## src/rtl/pin_irq_pkg.sv

```systemverilog
package pin_irq_pkg;

  localparam int unsigned TRIG_W = 3;

  typedef enum logic [TRIG_W-1:0] {
    TRIG_OFF  = 3'd0,
    TRIG_HIGH = 3'd1,
    TRIG_LOW  = 3'd2,
    TRIG_SET  = 3'd3,
    TRIG_RSV  = 3'd4,
    TRIG_RISE = 3'd5,
    TRIG_FALL = 3'd6,
    TRIG_ANY  = 3'd7
  } trig_mode_e;

  // byte offsets of the register words
  localparam int unsigned OFS_TRIG  = 'h00;
  localparam int unsigned OFS_ROUTE = 'h04;
  localparam int unsigned OFS_ENA   = 'h08;
  localparam int unsigned OFS_ACK   = 'h0C;
  localparam int unsigned OFS_RAW   = 'h10;
  localparam int unsigned OFS_PEND  = 'h14;

endpackage

```

## src/rtl/pin_irq_sync.sv

```systemverilog
module pin_irq_sync #(
  parameter int unsigned WIDTH = 128
) (
  input  logic             clk_i,
  input  logic             rst_i,
  input  logic [WIDTH-1:0] pins_i,
  output logic [WIDTH-1:0] cur_o,
  output logic [WIDTH-1:0] prev_o
);

  logic [WIDTH-1:0] meta_q;
  logic [WIDTH-1:0] cur_q;
  logic [WIDTH-1:0] prev_q;

  // two flops for metastability, one more for the edge reference
  always_ff @(posedge clk_i) begin
    if (rst_i) begin
      meta_q <= '0;
      cur_q  <= '0;
      prev_q <= '0;
    end else begin
      meta_q <= pins_i;
      cur_q  <= meta_q;
      prev_q <= cur_q;
    end
  end

  assign cur_o  = cur_q;
  assign prev_o = prev_q;

endmodule

```

## src/rtl/pin_irq_slot.sv

```systemverilog
module pin_irq_slot
  import pin_irq_pkg::*;
#(
  parameter int unsigned NGRP    = 8,
  parameter int unsigned SEL_W   = 4,
  parameter int unsigned GRP_IDX = 0
) (
  input  logic                            clk_i,
  input  logic                            rst_i,
  input  logic [(2**(SEL_W+((NGRP>1)?$clog2(NGRP):1)))-1:0] cur_i,
  input  logic [(2**(SEL_W+((NGRP>1)?$clog2(NGRP):1)))-1:0] prev_i,
  input  logic [TRIG_W-1:0]               mode_i,
  input  logic [SEL_W-1:0]                sel_i,
  input  logic                            ack_i,
  output logic                            pend_o
);

  localparam int unsigned GRP_W = (NGRP > 1) ? $clog2(NGRP) : 1;
  localparam int unsigned IDX_W = SEL_W + GRP_W;
  localparam logic [GRP_W-1:0] GRP_C = GRP_W'(GRP_IDX);

  logic [IDX_W-1:0] idx;
  logic             cur_bit;
  logic             prev_bit;
  logic             edge_hit;
  logic             is_edge;
  logic             pend_q;
  trig_mode_e       mode;

  // the slot number fills the low index bits, the routing value the rest
  assign idx      = {sel_i, GRP_C};
  assign cur_bit  = cur_i[idx];
  assign prev_bit = prev_i[idx];
  assign mode     = trig_mode_e'(mode_i);

  always_comb begin
    edge_hit = 1'b0;
    is_edge  = 1'b0;
    case (mode)
      TRIG_RISE: begin is_edge = 1'b1; edge_hit = cur_bit & ~prev_bit; end
      TRIG_FALL: begin is_edge = 1'b1; edge_hit = ~cur_bit & prev_bit; end
      TRIG_ANY:  begin is_edge = 1'b1; edge_hit = cur_bit ^ prev_bit;  end
      default:   begin is_edge = 1'b0; edge_hit = 1'b0;                end
    endcase
  end

  always_ff @(posedge clk_i) begin
    if (rst_i) begin
      pend_q <= 1'b0;
    end else begin
      case (mode)
        TRIG_HIGH: pend_q <= cur_bit;
        TRIG_LOW:  pend_q <= ~cur_bit;
        TRIG_SET:  pend_q <= 1'b1;
        TRIG_RISE, TRIG_FALL, TRIG_ANY:
                   pend_q <= edge_hit | (pend_q & ~ack_i);
        default:   pend_q <= 1'b0;
      endcase
    end
  end

  assign pend_o = pend_q;

  AST_OFF_IDLE: assert property (@(posedge clk_i) disable iff (rst_i)
    (mode == TRIG_OFF || mode == TRIG_RSV) |=> !pend_q);
  AST_SET_FORCE: assert property (@(posedge clk_i) disable iff (rst_i)
    (mode == TRIG_SET) |=> pend_q);
  AST_LEVEL_HIGH: assert property (@(posedge clk_i) disable iff (rst_i)
    (mode == TRIG_HIGH) |=> (pend_q == $past(cur_bit)));
  AST_EDGE_HOLD: assert property (@(posedge clk_i) disable iff (rst_i)
    (is_edge && pend_q && !ack_i) |=> pend_q);
  AST_ACK_CLEARS: assert property (@(posedge clk_i) disable iff (rst_i)
    (is_edge && ack_i && !edge_hit) |=> !pend_q);
  AST_EDGE_WINS: assert property (@(posedge clk_i) disable iff (rst_i)
    edge_hit |=> pend_q);

endmodule

```

## src/rtl/pin_irq_regs.sv

```systemverilog
module pin_irq_regs
  import pin_irq_pkg::*;
#(
  parameter int unsigned NGRP   = 8,
  parameter int unsigned SEL_W  = 4,
  parameter int unsigned ADDR_W = 5,
  parameter int unsigned DATA_W = 32
) (
  input  logic                   clk_i,
  input  logic                   rst_i,
  input  logic                   req_i,
  input  logic                   we_i,
  input  logic [ADDR_W-1:0]      addr_i,
  input  logic [DATA_W-1:0]      wdata_i,
  output logic [DATA_W-1:0]      rdata_o,
  input  logic [NGRP-1:0]        raw_i,
  output logic [NGRP*TRIG_W-1:0] trig_o,
  output logic [NGRP*SEL_W-1:0]  route_o,
  output logic [NGRP-1:0]        ack_o,
  output logic [NGRP-1:0]        pend_o
);

  localparam int unsigned CFG_W = NGRP * TRIG_W;
  localparam int unsigned RTE_W = NGRP * SEL_W;
  localparam int unsigned WA_W  = ADDR_W - 2;
  localparam logic [WA_W-1:0] W_TRIG  = WA_W'(OFS_TRIG  >> 2);
  localparam logic [WA_W-1:0] W_ROUTE = WA_W'(OFS_ROUTE >> 2);
  localparam logic [WA_W-1:0] W_ENA   = WA_W'(OFS_ENA   >> 2);
  localparam logic [WA_W-1:0] W_ACK   = WA_W'(OFS_ACK   >> 2);
  localparam logic [WA_W-1:0] W_RAW   = WA_W'(OFS_RAW   >> 2);
  localparam logic [WA_W-1:0] W_PEND  = WA_W'(OFS_PEND  >> 2);

  logic [WA_W-1:0]   word;
  logic              wr;
  logic              rd;
  logic              hit_any;
  logic [CFG_W-1:0]  trig_q;
  logic [RTE_W-1:0]  route_q;
  logic [NGRP-1:0]   ena_q;
  logic [NGRP-1:0]   pend_vec;
  logic [DATA_W-1:0] rd_val;
  logic [DATA_W-1:0] rdata_q;

  assign word     = addr_i[ADDR_W-1:2];
  assign wr       = req_i & we_i;
  assign rd       = req_i & ~we_i;
  assign pend_vec = raw_i & ena_q;
  assign hit_any  = (word == W_TRIG) || (word == W_ROUTE) || (word == W_ENA) ||
                    (word == W_ACK)  || (word == W_RAW)   || (word == W_PEND);

  always_ff @(posedge clk_i) begin
    if (rst_i) begin
      trig_q  <= '0;
      route_q <= '0;
      ena_q   <= '0;
    end else if (wr) begin
      case (word)
        W_TRIG:  trig_q  <= wdata_i[CFG_W-1:0];
        W_ROUTE: route_q <= wdata_i[RTE_W-1:0];
        W_ENA:   ena_q   <= wdata_i[NGRP-1:0];
        default: ;
      endcase
    end
  end

  // one-cycle clear pulse, taken straight from the bus
  assign ack_o = (wr && word == W_ACK) ? wdata_i[NGRP-1:0] : '0;

  always_comb begin
    case (word)
      W_TRIG:  rd_val = DATA_W'(trig_q);
      W_ROUTE: rd_val = DATA_W'(route_q);
      W_ENA:   rd_val = DATA_W'(ena_q);
      W_RAW:   rd_val = DATA_W'(raw_i);
      W_PEND:  rd_val = DATA_W'(pend_vec);
      default: rd_val = '0;
    endcase
  end

  always_ff @(posedge clk_i) begin
    if (rst_i) rdata_q <= '0;
    else       rdata_q <= rd ? rd_val : '0;
  end

  assign rdata_o = rdata_q;
  assign trig_o  = trig_q;
  assign route_o = route_q;
  assign pend_o  = pend_vec;

  AST_RST_CLEAR: assert property (@(posedge clk_i)
    rst_i |=> (trig_q == '0 && route_q == '0 && ena_q == '0));
  AST_UNMAPPED_RD_ZERO: assert property (@(posedge clk_i) disable iff (rst_i)
    (rd && !hit_any) |=> (rdata_o == '0));
  AST_NO_WRITE_STABLE: assert property (@(posedge clk_i) disable iff (rst_i)
    !wr |=> ($stable(trig_q) && $stable(route_q) && $stable(ena_q)));

endmodule

```

## src/rtl/pin_irq_hub.sv

```systemverilog
module pin_irq_hub
  import pin_irq_pkg::*;
#(
  parameter int unsigned NGRP   = 8,
  parameter int unsigned SEL_W  = 4,
  parameter int unsigned ADDR_W = 5,
  parameter int unsigned DATA_W = 32
) (
  input  logic                 clk_i,
  input  logic                 rst_i,
  input  logic [(2**(SEL_W+((NGRP>1)?$clog2(NGRP):1)))-1:0] pins_i,
  input  logic                 req_i,
  input  logic                 we_i,
  input  logic [ADDR_W-1:0]    addr_i,
  input  logic [DATA_W-1:0]    wdata_i,
  output logic [DATA_W-1:0]    rdata_o,
  output logic                 irq_o
);

  localparam int unsigned GRP_W = (NGRP > 1) ? $clog2(NGRP) : 1;
  localparam int unsigned NPIN  = 2 ** (SEL_W + GRP_W);

  logic [NPIN-1:0]          cur;
  logic [NPIN-1:0]          prev;
  logic [NGRP*TRIG_W-1:0]   trig;
  logic [NGRP*SEL_W-1:0]    route;
  logic [NGRP-1:0]          ack;
  logic [NGRP-1:0]          raw;
  logic [NGRP-1:0]          pend_vec;
  logic                     irq_q;

  pin_irq_sync #(.WIDTH(NPIN)) u_sync (
    .clk_i  (clk_i),
    .rst_i  (rst_i),
    .pins_i (pins_i),
    .cur_o  (cur),
    .prev_o (prev)
  );

  pin_irq_regs #(
    .NGRP(NGRP), .SEL_W(SEL_W), .ADDR_W(ADDR_W), .DATA_W(DATA_W)
  ) u_regs (
    .clk_i   (clk_i),
    .rst_i   (rst_i),
    .req_i   (req_i),
    .we_i    (we_i),
    .addr_i  (addr_i),
    .wdata_i (wdata_i),
    .rdata_o (rdata_o),
    .raw_i   (raw),
    .trig_o  (trig),
    .route_o (route),
    .ack_o   (ack),
    .pend_o  (pend_vec)
  );

  for (genvar g = 0; g < NGRP; g++) begin : g_slot
    pin_irq_slot #(.NGRP(NGRP), .SEL_W(SEL_W), .GRP_IDX(g)) u_slot (
      .clk_i  (clk_i),
      .rst_i  (rst_i),
      .cur_i  (cur),
      .prev_i (prev),
      .mode_i (trig[g*TRIG_W +: TRIG_W]),
      .sel_i  (route[g*SEL_W +: SEL_W]),
      .ack_i  (ack[g]),
      .pend_o (raw[g])
    );
  end

  always_ff @(posedge clk_i) begin
    if (rst_i) irq_q <= 1'b0;
    else       irq_q <= |pend_vec;
  end

  assign irq_o = irq_q;

  AST_IRQ_RISE_CAUSE: assert property (@(posedge clk_i) disable iff (rst_i)
    $rose(irq_o) |-> $past(pend_vec != '0));
  AST_IRQ_QUIET: assert property (@(posedge clk_i) disable iff (rst_i)
    (pend_vec == '0) |=> !irq_o);

endmodule

```

## config.mk

```make
export PLATFORM = sky130hd
export DESIGN_NAME = pin_irq_hub
export DESIGN_NICKNAME = d
export VERILOG_FILES = /design/src/rtl/pin_irq_pkg.sv /design/src/rtl/pin_irq_sync.sv /design/src/rtl/pin_irq_slot.sv /design/src/rtl/pin_irq_regs.sv /design/src/rtl/pin_irq_hub.sv
export SDC_FILE = /design/constraint.sdc
export NUM_CORES = 1
export LEC_CHECK = 0
export BUFFER_PORTS_ARGS = -buffer_cell sky130_fd_sc_hd__buf_2
export CAP_MARGIN = 20
export CORE_MARGIN = 2
export CORE_UTILIZATION = 52
export CTS_CLUSTER_DIAMETER = 200
export DETAILED_ROUTE_END_ITERATION = 8
export PLACE_DENSITY = 0.75
export SKIP_CTS_REPAIR_TIMING = 1
export SYNTH_ARGS = -nofsm -noshare
export SYNTH_HDL_FRONTEND = slang
export SYNTH_HIERARCHICAL = 1
export SYNTH_SLANG_ARGS = --single-unit
```

## constraint.sdc

```tcl
create_clock -name clk_i -period 2.35 [get_ports clk_i]
set_clock_uncertainty 0.15 [all_clocks]
set_input_delay 0.1175 -clock clk_i [delete_from_list [all_inputs] [get_ports clk_i]]
set_output_delay 0.1175 -clock clk_i [all_outputs]
set_load 0.02 [all_outputs]
```

# Word-level counts from Yosys, hierarchy flattened
# Index checks and enable logic that the tools add are counted.
dict set report word_totals {
  ff_bits 489
  out_inout_bits 33
  elab_cells 211
}
dict set report op_classes {
  n_lt_le_gt_ge 8
  eq_ne 53
  mux 50
  bitwise_logic 69
  n_reduce_logical 15
}
# operator n
set ops {}
lappend ops {{$pmux W32 S5} 1}
lappend ops {{$eq A3 B3 Y1 const B} 26}
lappend ops {{$bmux W1 S4} 16}
lappend ops {{$lt A7 B8 Y1 const B} 8}
lappend ops {{$eq A3 B2 Y1 const B} 18}
lappend ops {{$pmux W1 S4} 8}
lappend ops {{$eq A3 B1 Y1 const B} 9}
lappend ops {{$and A1 B1 Y1} 26}
lappend ops {{$not A1 Y1} 26}
lappend ops {{$pmux W1 S3} 8}
lappend ops {{$reduce_or A3 Y1} 8}
lappend ops {{$mux W1} 16}
lappend ops {{$and A8 B8 Y8} 1}
lappend ops {{$mux W8} 1}
lappend ops {{$or A1 B1 Y1} 8}
lappend ops {{$reduce_or A8 Y1} 1}
lappend ops {{$xor A1 B1 Y1} 8}
lappend ops {{$reduce_and A2 Y1} 3}
lappend ops {{$logic_not A3 Y1} 1}
lappend ops {{$reduce_or A2 Y1} 1}
lappend ops {{$logic_and A1 B1 Y1} 1}

# Longest topological paths before layout
# Gate-level depths: netlist of the first run.
dict set report depth {
  word_depth 7
  ltp_mapped 10
  ltp_nobuf 9
}

# Cells and area by module
# The synthesis of the first run kept the hierarchy.
# module instances cells_each area_per_inst_um2 seq_area_each_um2
set by_module_without_submodules {}
lappend by_module_without_submodules {pin_irq_sync 1 811 11269.6 7687.4}
lappend by_module_without_submodules {pin_irq_regs 1 441 3853.7 1921.8}
lappend by_module_without_submodules {pin_irq_slot 8 35 395.4 20.0}
lappend by_module_without_submodules {pin_irq_hub 1 4 37.5 20.0}

# Worst setup path before layout of the first run
# Ideal clock, no wire load.
dict set report synth_timing {
  kind {register to register}
  startpoint {register u_regs.route_q[8] (netlist: u_regs/route_o[8])}
  endpoint {register g_slot[2].u_slot.pend_q}
  setup_ps 132
  arrival_time_ps 2077
  required_ps 2068
  slack_ps -10
  path_stages_with_launch 9
  n_path_buf 1
  synth_period_minus_slack_ps 2360
  cell_sequence {dfxtp_1 -> buf_6 -> mux4_2 -> mux4_2 -> ha_1 -> nand3b_1 -> a31oi_1 -> o221ai_1 -> o311ai_1}
}
dict set report synth_via {
  elab_chain_len 7
}
# element line_no
set synth_lines {}
lappend synth_lines {{from (decl)} pin_irq_regs.sv:38} ;# logic [RTE_W-1:0] route_q;
lappend synth_lines {{from (signal assigned)} pin_irq_regs.sv:59} ;# W_ROUTE: route_q <= wdata_i[RTE_W-1:0];
lappend synth_lines {{$bmux W1 S4, on equally long branches} {pin_irq_slot.sv:32, pin_irq_slot.sv:33}}
lappend synth_lines {{$mux W1, on equally long branches} {pin_irq_slot.sv:32, pin_irq_slot.sv:33}}
lappend synth_lines {{$not A1 Y1, on equally long branches} {pin_irq_slot.sv:41, pin_irq_slot.sv:53, pin_irq_slot.sv:40}}
lappend synth_lines {{$and A1 B1 Y1, on equally long branches} {pin_irq_slot.sv:41, pin_irq_slot.sv:40}}
lappend synth_lines {{$pmux W1 S3} pin_irq_slot.sv:39} ;# case (mode)
lappend synth_lines {{$or A1 B1 Y1} pin_irq_slot.sv:56} ;# pend_q <= edge_hit | (pend_q & ~ack_i);
lappend synth_lines {{$pmux W1 S4 (*)} pin_irq_slot.sv:51} ;# case (mode)
lappend synth_lines {{to (signal assigned)} pin_irq_slot.sv:52} ;# TRIG_HIGH: pend_q <= cur_bit;
lappend synth_lines {{to (signal assigned)} pin_irq_slot.sv:53} ;# TRIG_LOW: pend_q <= ~cur_bit;
lappend synth_lines {{to (signal assigned)} pin_irq_slot.sv:56}
lappend synth_lines {{to (decl)} pin_irq_slot.sv:27} ;# logic pend_q;
# Mark *: on every way between the ends. The rest lies on a longest branch, timed or not. The select of a mux whose other input is x is not followed.
# A chain may end at the register's enable or synchronous reset.

# Worst setup path after layout of the first run
# Same ends and word-level chain as after synthesis.

==> flow_metrics.py, run 1 <==
metrics = {
    "clocking": {
        "clk_pin_slew_ns": 0.06,
        "cts-buffers-inserted": 49,
        "clockBufferDepth": 3,
        "cts_htree_levels": 2,
        "worstSkewPairLatency_ns": 0.56,
        "cts.sinks": 489,
        "cts_tree": "built",
        "cts-root-buf": "clkbuf_16",
    },
    "logic_synthesis": {
        "synth_area_um2": 18300,
        "syn_avg_cell_area_um2": 11.9,
        "ys_seq_area_share_pct": 53.4,
        "synth.distinct_cells": 44,
        "ys_ff_latch": 489,
        "yosys.area_share.simple_pct": 23.8,
        "ys_warn_count": 6,
        "synth_edf_count": 0,
        "synth-compound-area-share_pct": 6.94,
        "yosys.area_share.xor_xnor_pct": 0,
        "syn-instance-count": 1536,
        "synth_mux_area_share_pct": 9.61,
        "synth-async-reset-ratio_pct": 0,
        "synthAdderAreaFrac_pct": 1.09,
        "synth_top_family_by_area": "simple AND/OR/NAND/NOR gates",
        "syn_nets": 1721,
        "synth-main-ff-cell": "dfxtp_1",
    },
    "placed_design": {
        "gp_congestion": 0.896,
        "placed_cells": 2145,
        "numPortBuffers": 199,
        "post-dp-hpwl_um": 31100,
        "place_area_um2": 19600,
        "place_ws_ns": -0.169,
    },
    "critical_path": {
        "endpoint_kind": "flop",
        "rr_worst_depth": 9,
        "crit_family": "multiplexers",
        "crit_path_start_kind": "flop",
        "regToRegEndpoint": "g_slot[2].u_slot/pend_o",
        "crit_chain": "buf_4 > mux4_2 > mux4_2 > inv_2 > ha_1 > nand3b_1 > a31oi_1 > o221ai_1 > o311ai_1",
        "crit_path_max_fanout": 5,
        "crit_end": "g_slot[2].u_slot/pend_o",
        "startpoint": "u_regs/route_o[8]",
        "crit_arrival_ns": 2.79,
        "path_common_cell": "mux4_2",
        "max_stage_delay_ns": 0.50,
        "criticalPathCategory": "flop to flop",
        "r2r-start": "u_regs/route_o[8]",
        "required_ns": 2.65,
        "cp.depth": 9,
        "slowest_stage": "mux4_2",
        "reg2reg_slack_ns": -0.14,
        "cp_num_buf_inv": 2,
    },
    "timing": {
        "min_period_over_period_pct": 106,
        "setup_viol": 8,
        "hold_ws_ns": -0.00758,
        "tns_ns": -0.667,
        "worstMarginPinSlew_ns": 0.745,
        "clock.fmax_mhz": 402,
        "hold_violations": 2,
        "period_needed_ns": 2.49,
        "rsz0062_at_grt": "yes",
        "layout_setup_ws_ns": -0.139,
        "drv_slew": 0,
        "slew_headroom_pct": 50.3,
    },
    "route": {
        "ant_nets": 0,
        "vias_per_cell": 5.29,
        "totalWireLength_um": 46900,
        "drt_iter0_markers": 1382,
        "drcViolationCount": 0,
        "vias": 12800,
        "dr.pass1.iters": 5,
        "post_drt_wl_per_cell_um": 19.4,
    },
    "global_routing": {
        "grt_overflow": 0,
        "grt_util_all_layers_pct": 23.7,
        "antenna_found_initial": 0,
        "grt_start_max_net_pins": 77,
        "grt_pass1_vias": 12200,
        "grt_pass1_wl_um": 66600,
    },
    "layout": {
        "drive_gt1_share_pct": 38.1,
        "fin_cells": 2424,
        "design_area_um2": 23400,
        "area_growth_pct": 27.7,
        "nets": 2115,
        "nFillCells": 2446,
        "antenna_cells": 0,
    },
    "die": {
        "die_y_um": 192,
        "rows": 68,
        "io_pins": 202,
        "die_x_um": 192,
        "initial_core_util_pct": 52.9,
        "die_area_um2": 36800,
        "coreArea_um2": 34600,
    },
    "power": {
        "p_leak_nw": 9.17,
        "cellPowerDensity_nw_per_um2": 762,
        "ir_drop_mv": 0.566,
    },
    "run_status": {
        "status": "finished, violations left",
        "violations": "negative hold slack, negative setup slack",
    },
    "hold_path": {
        "hp-class": "primary input to flop",
    },
    "job": {
        "cap_violations": 0,
    },
}
[final cells by class]
class | instances | area [um2] | area share (%)
Tap cell | 455 | 569 | 2.43
Timing Repair Buffer | 448 | 3450 | 14.8
Sequential cell | 489 | 9820 | 42.0
Inverter | 33 | 124 | 0.529
Multi-Input combinational cell | 909 | 7750 | 33.1
Clock buffer | 70 | 1450 | 6.19
Clock inverter | 20 | 233 | 0.995
[synth_stat cells (all sizes together) (8+ instances only)]
master | n | area share (%)
nand3 | 72 | 2.0
inv | 33 | 0.68
a22oi | 24 | 1.2
o21ai | 65 | 1.8
buf | 65 | 3.6
a21oi | 65 | 1.8
a31oi | 8 | 0.27
mux4 | 72 | 9.2
nand2 | 16 | 0.33
nand3b | 25 | 1.0
clkbuf | 40 | 0.83
nand4 | 8 | 0.27
and2 | 24 | 0.82
o311ai | 8 | 0.38
dfxtp | 489 | 53
nor2 | 33 | 0.68
ha | 16 | 1.1
and3 | 17 | 0.58
o221ai | 8 | 0.38
mux2i | 8 | 0.44
nor2b | 395 | 17
nand2b | 10 | 0.34
o2bb2ai | 8 | 0.38
a32o | 8 | 0.44
[state kept, by name, indices dropped and copies added (netlist names)]
| signal | flops |
|---|---|
| u_sync/meta_q | 128 |
| g_slot.u_slot/pend_o | 8 |
| u_regs/rdata_o | 32 |
| u_regs/route_o | 32 |
| irq_o | 1 |
| u_sync/prev_o | 128 |
| u_sync/cur_o | 128 |
| u_regs/ena_q | 8 |
| u_regs/trig_o | 24 |
[layout by cell type, fill, tap and decap left out, types with 25 or more instances in the layout]
cell and n:
nand3b_1 25, buf_4 63, mux4_2 57, clkbuf_16 53
a21oi_1 65, nand3_1 70, nor2_1 33, dlygate4sd3_1 166
nor2b_2 276, dfxtp_1 481, o21ai_0 54, buf_2 198
nor2b_1 119
[worst min path at each step]
stage | cells after the start | startpoint | end | slack, ns
2_1_floorplan | 1 | rst_i | irq_o | 0.04
3_3_place_gp | 2 | pins_i[109] | u_sync/meta_q[109] | 0.18
3_5_place_dp | 2 | pins_i[113] | u_sync/meta_q[113] | 0.18
4_1_cts | 2 | pins_i[40] | u_sync/meta_q[40] | -0.40
5_1_grt | 3 | addr_i[3] | u_regs/trig_o[19] | 0.009
6_report | 3 | addr_i[3] | u_regs/trig_o[11] | -0.008
[metrics by stage]
step / power, mW / util (%) / hold WS, ns
3_5_place_dp: 9.82 / 56.7 / 0.178
6_report: 17.8 / 67.6 / -0.00758
4_1_cts: 17.7 / 61.5 / -0.405
3_3_place_gp: 9.80 / 56.7 / 0.179
2_1_floorplan: 9.47 / - / 0.0366
5_1_grt: 18.4 / 67.6 / 0.00870
[cell families (layout without fill, tap and decap cells)]
logic type / after synthesis / count (layout)
adders and majority gates: 16 / 16
AOI/OAI and AO/OA: 202 / 202
muxes: 80 / 80
DFF: 489 / 489
and+or+nand+nor: 611 / 611
buffers and inverters: 138 / 571
[power breakdown]
part	internal, mW	switching (mW)
sequential	8.56	0.135
combinational	0.654	0.542
clock	4.75	3.19
total	14.0	3.87
[worst reg2reg max path, stage by stage (launching register included)]
cell	delay, ns
dfxtp_4	0.36
buf_4	0.14
mux4_2	0.49
mux4_2	0.50
inv_2	0.07
ha_1	0.16
nand3b_1	0.08
a31oi_1	0.18
o221ai_1	0.15
o311ai_1	0.11
[layer usage]
layer / share of wire, % / vias up / GRT usage (%) / wire [um]
met1: 40 / 6103 / 30.5 / 18500
li1: - / 6020 / - / -
met5: 0 / - / 0 / 0
met2: 49 / 579 / 39.3 / 23000
met3: 7.8 / 112 / 4.71 / 3640
met4: 3.6 / 0 / 9.11 / 1690
Note: power is estimated with default switching activity, not from simulation.
==> run 2, diff against run 1 <==
SKIP_CTS_REPAIR_TIMING = default   (was 1)
==> flow_metrics.py, run 2 (synthesis results as in run 1) <==
metrics = {
    "clocking": {
        "cts.sinks": 489,
        "clockBufferDepth": 3,
        "worstSkewPairLatency_ns": 0.56,
        "cts-root-buf": "clkbuf_16",
        "cts_tree": "built",
        "clk_pin_slew_ns": 0.06,
        "cts_htree_levels": 2,
        "cts-buffers-inserted": 49,
    },
    "critical_path": {
        "required_ns": 2.62,
        "reg2reg_slack_ns": -0.11,
        "slowest_stage": "mux4_2",
        "path_common_cell": "mux4_2",
        "rr_worst_depth": 8,
        "endpoint_kind": "flop",
        "crit_path_max_fanout": 5,
        "r2r-start": "u_regs/route_o[28]",
        "regToRegEndpoint": "g_slot[7].u_slot/pend_o",
        "crit_chain": "buf_12 > mux4_2 > mux4_2 > ha_2 > nand3b_1 > a31oi_1 > o221ai_1 > o311ai_1",
        "crit_arrival_ns": 2.73,
        "criticalPathCategory": "flop to flop",
        "crit_path_start_kind": "flop",
        "cp_num_buf_inv": 1,
        "max_stage_delay_ns": 0.53,
        "crit_family": "multiplexers",
    },
    "job": {
        "cap_violations": 0,
    },
    "route": {
        "drcViolationCount": 0,
        "drt_iter0_markers": 1145,
        "vias_per_cell": 5.30,
        "vias": 12900,
        "ant_nets": 0,
        "dr.pass1.iters": 5,
        "totalWireLength_um": 47500,
        "post_drt_wl_per_cell_um": 19.5,
    },
    "die": {
        "rows": 68,
        "die_y_um": 192,
        "die_area_um2": 36800,
        "die_x_um": 192,
        "coreArea_um2": 34600,
        "initial_core_util_pct": 52.9,
        "io_pins": 202,
    },
    "timing": {
        "hold_violations": 0,
        "min_period_over_period_pct": 105,
        "drv_slew": 0,
        "period_needed_ns": 2.46,
        "layout_setup_ws_ns": -0.111,
        "rsz0062_at_grt": "yes",
        "worstMarginPinSlew_ns": 0.754,
        "clock.fmax_mhz": 406,
        "setup_viol": 8,
        "slew_headroom_pct": 49.7,
    },
    "layout": {
        "area_growth_pct": 28.5,
        "nets": 2131,
        "layout_common_cells": "481 x dfxtp_1, 276 x nor2b_2, 198 x buf_2, 172 x dlygate4sd3_1, 119 x nor2b_1",
        "fin_cells": 2441,
        "drive_gt1_share_pct": 38.4,
        "final_common_cell": "dfxtp_1",
    },
    "placed_design": {
        "numPortBuffers": 199,
        "post-dp-hpwl_um": 31100,
        "placed_cells": 2145,
        "gp_congestion": 0.896,
    },
    "global_routing": {
        "grt_pass1_vias": 13400,
        "grt_pass1_wl_um": 72400,
        "grt_overflow": 0,
        "grt_util_all_layers_pct": 25.8,
        "antenna_found_initial": 1,
        "grt_start_max_net_pins": 77,
    },
    "power": {
        "ir_drop_mv": 0.564,
        "p_leak_nw": 9.24,
        "cellPowerDensity_nw_per_um2": 759,
        "finalPower_mw": 17.9,
    },
    "hold_path": {
        "hold_depth": 5,
        "holdPathEnd": "u_regs/trig_o[10]",
        "hp-start": "addr_i[4]",
        "hp-class": "primary input to flop",
    },
    "run_status": {
        "violations": "negative setup slack",
        "status": "finished, violations left",
    },
}
run 2: changes by cell type in the layout (fill, tap and decap cells not counted), sizes merged:
cell / delta
diode: +1
buf: +10
dlygate4sd3: +6
run 2: worst max-delay path by stage:
stage,startpoint,slack [ns],cells after the start,to
final,u_regs/route_o[28],-0.11,8,g_slot[7].u_slot/pend_o
after global routing,u_regs/route_o[24],-0.24,9,g_slot[6].u_slot/pend_o
after CTS,u_regs/route_o[28],-0.10,8,g_slot[7].u_slot/pend_o
after detailed placement,u_regs/route_o[12],-0.17,7,g_slot[3].u_slot/pend_o
after global placement,u_regs/route_o[0],-0.08,7,g_slot[0].u_slot/pend_o
after floorplan,u_regs/route_o[24],0.003,8,g_slot[6].u_slot/pend_o
run 2: routing by layer:
metal,part of all wire [%],wire length [um],global-route usage [%],vias to the layer above
li1,-,-,-,6051
met1,40,18800,31.5,6206
met2,49,23100,43.8,563
met3,7.6,3610,5.17,119
met4,4.1,1970,12.1,0
met5,0,0,0,-
run 2: where the power goes:
group | switching, mW | total [mW] | leakage [nW] | internal (mW)
Sequential | 0.137 | 8.70 | 4.01 | 8.56
Combinational | 0.549 | 1.22 | 4.41 | 0.670
Clock | 3.21 | 7.96 | 0.811 | 4.75
Total | 3.90 | 17.9 | 9.24 | 14.0
run 2: area by class of cell:
class | instances | area [um2]
diodes | 1 | 2.50
multi-input cells | 909 | 7710
well taps | 455 | 569
inverters | 33 | 124
clock inverters | 20 | 233
clock buffers | 70 | 1450
flip-flops and latches | 489 | 9820
fillers | 2431 | 11100
repair buffers | 464 | 3630
run 2: through the flow:
stage	cell area, um2	hold slack (ns)	TNS (ns)	setup WS [ns]	util [%]
floorplan	18300	0.0366	0	0.00250	-
global placement	19600	0.179	-0.518	-0.0753	56.7
detailed placement	19600	0.178	-1.26	-0.169	56.7
CTS	23500	0.00764	-0.345	-0.105	67.8
global route	23500	0.0213	-1.51	-0.241	68.0
finish	23500	0.00576	-0.557	-0.111	68.0
run 2: worst reg2reg max path, stage by stage (launching register included):
cell and delay (ns):
dfxtp_4 0.39, buf_12 0.13, mux4_2 0.50, mux4_2 0.53, ha_2 0.19, nand3b_1 0.07
a31oi_1 0.08, o221ai_1 0.16, o311ai_1 0.13
run 2: what timing repair did:
action | in CTS | in global routing
gates resized for setup | 59 | 1
hold endpoints to repair | 205 | 0
pin swaps | 47 | 6
hold buffers | 173 | 0
endpoints found under the setup margin | 8 | 9
buffers inserted | 25 | 3
gates cloned | 2 | 0
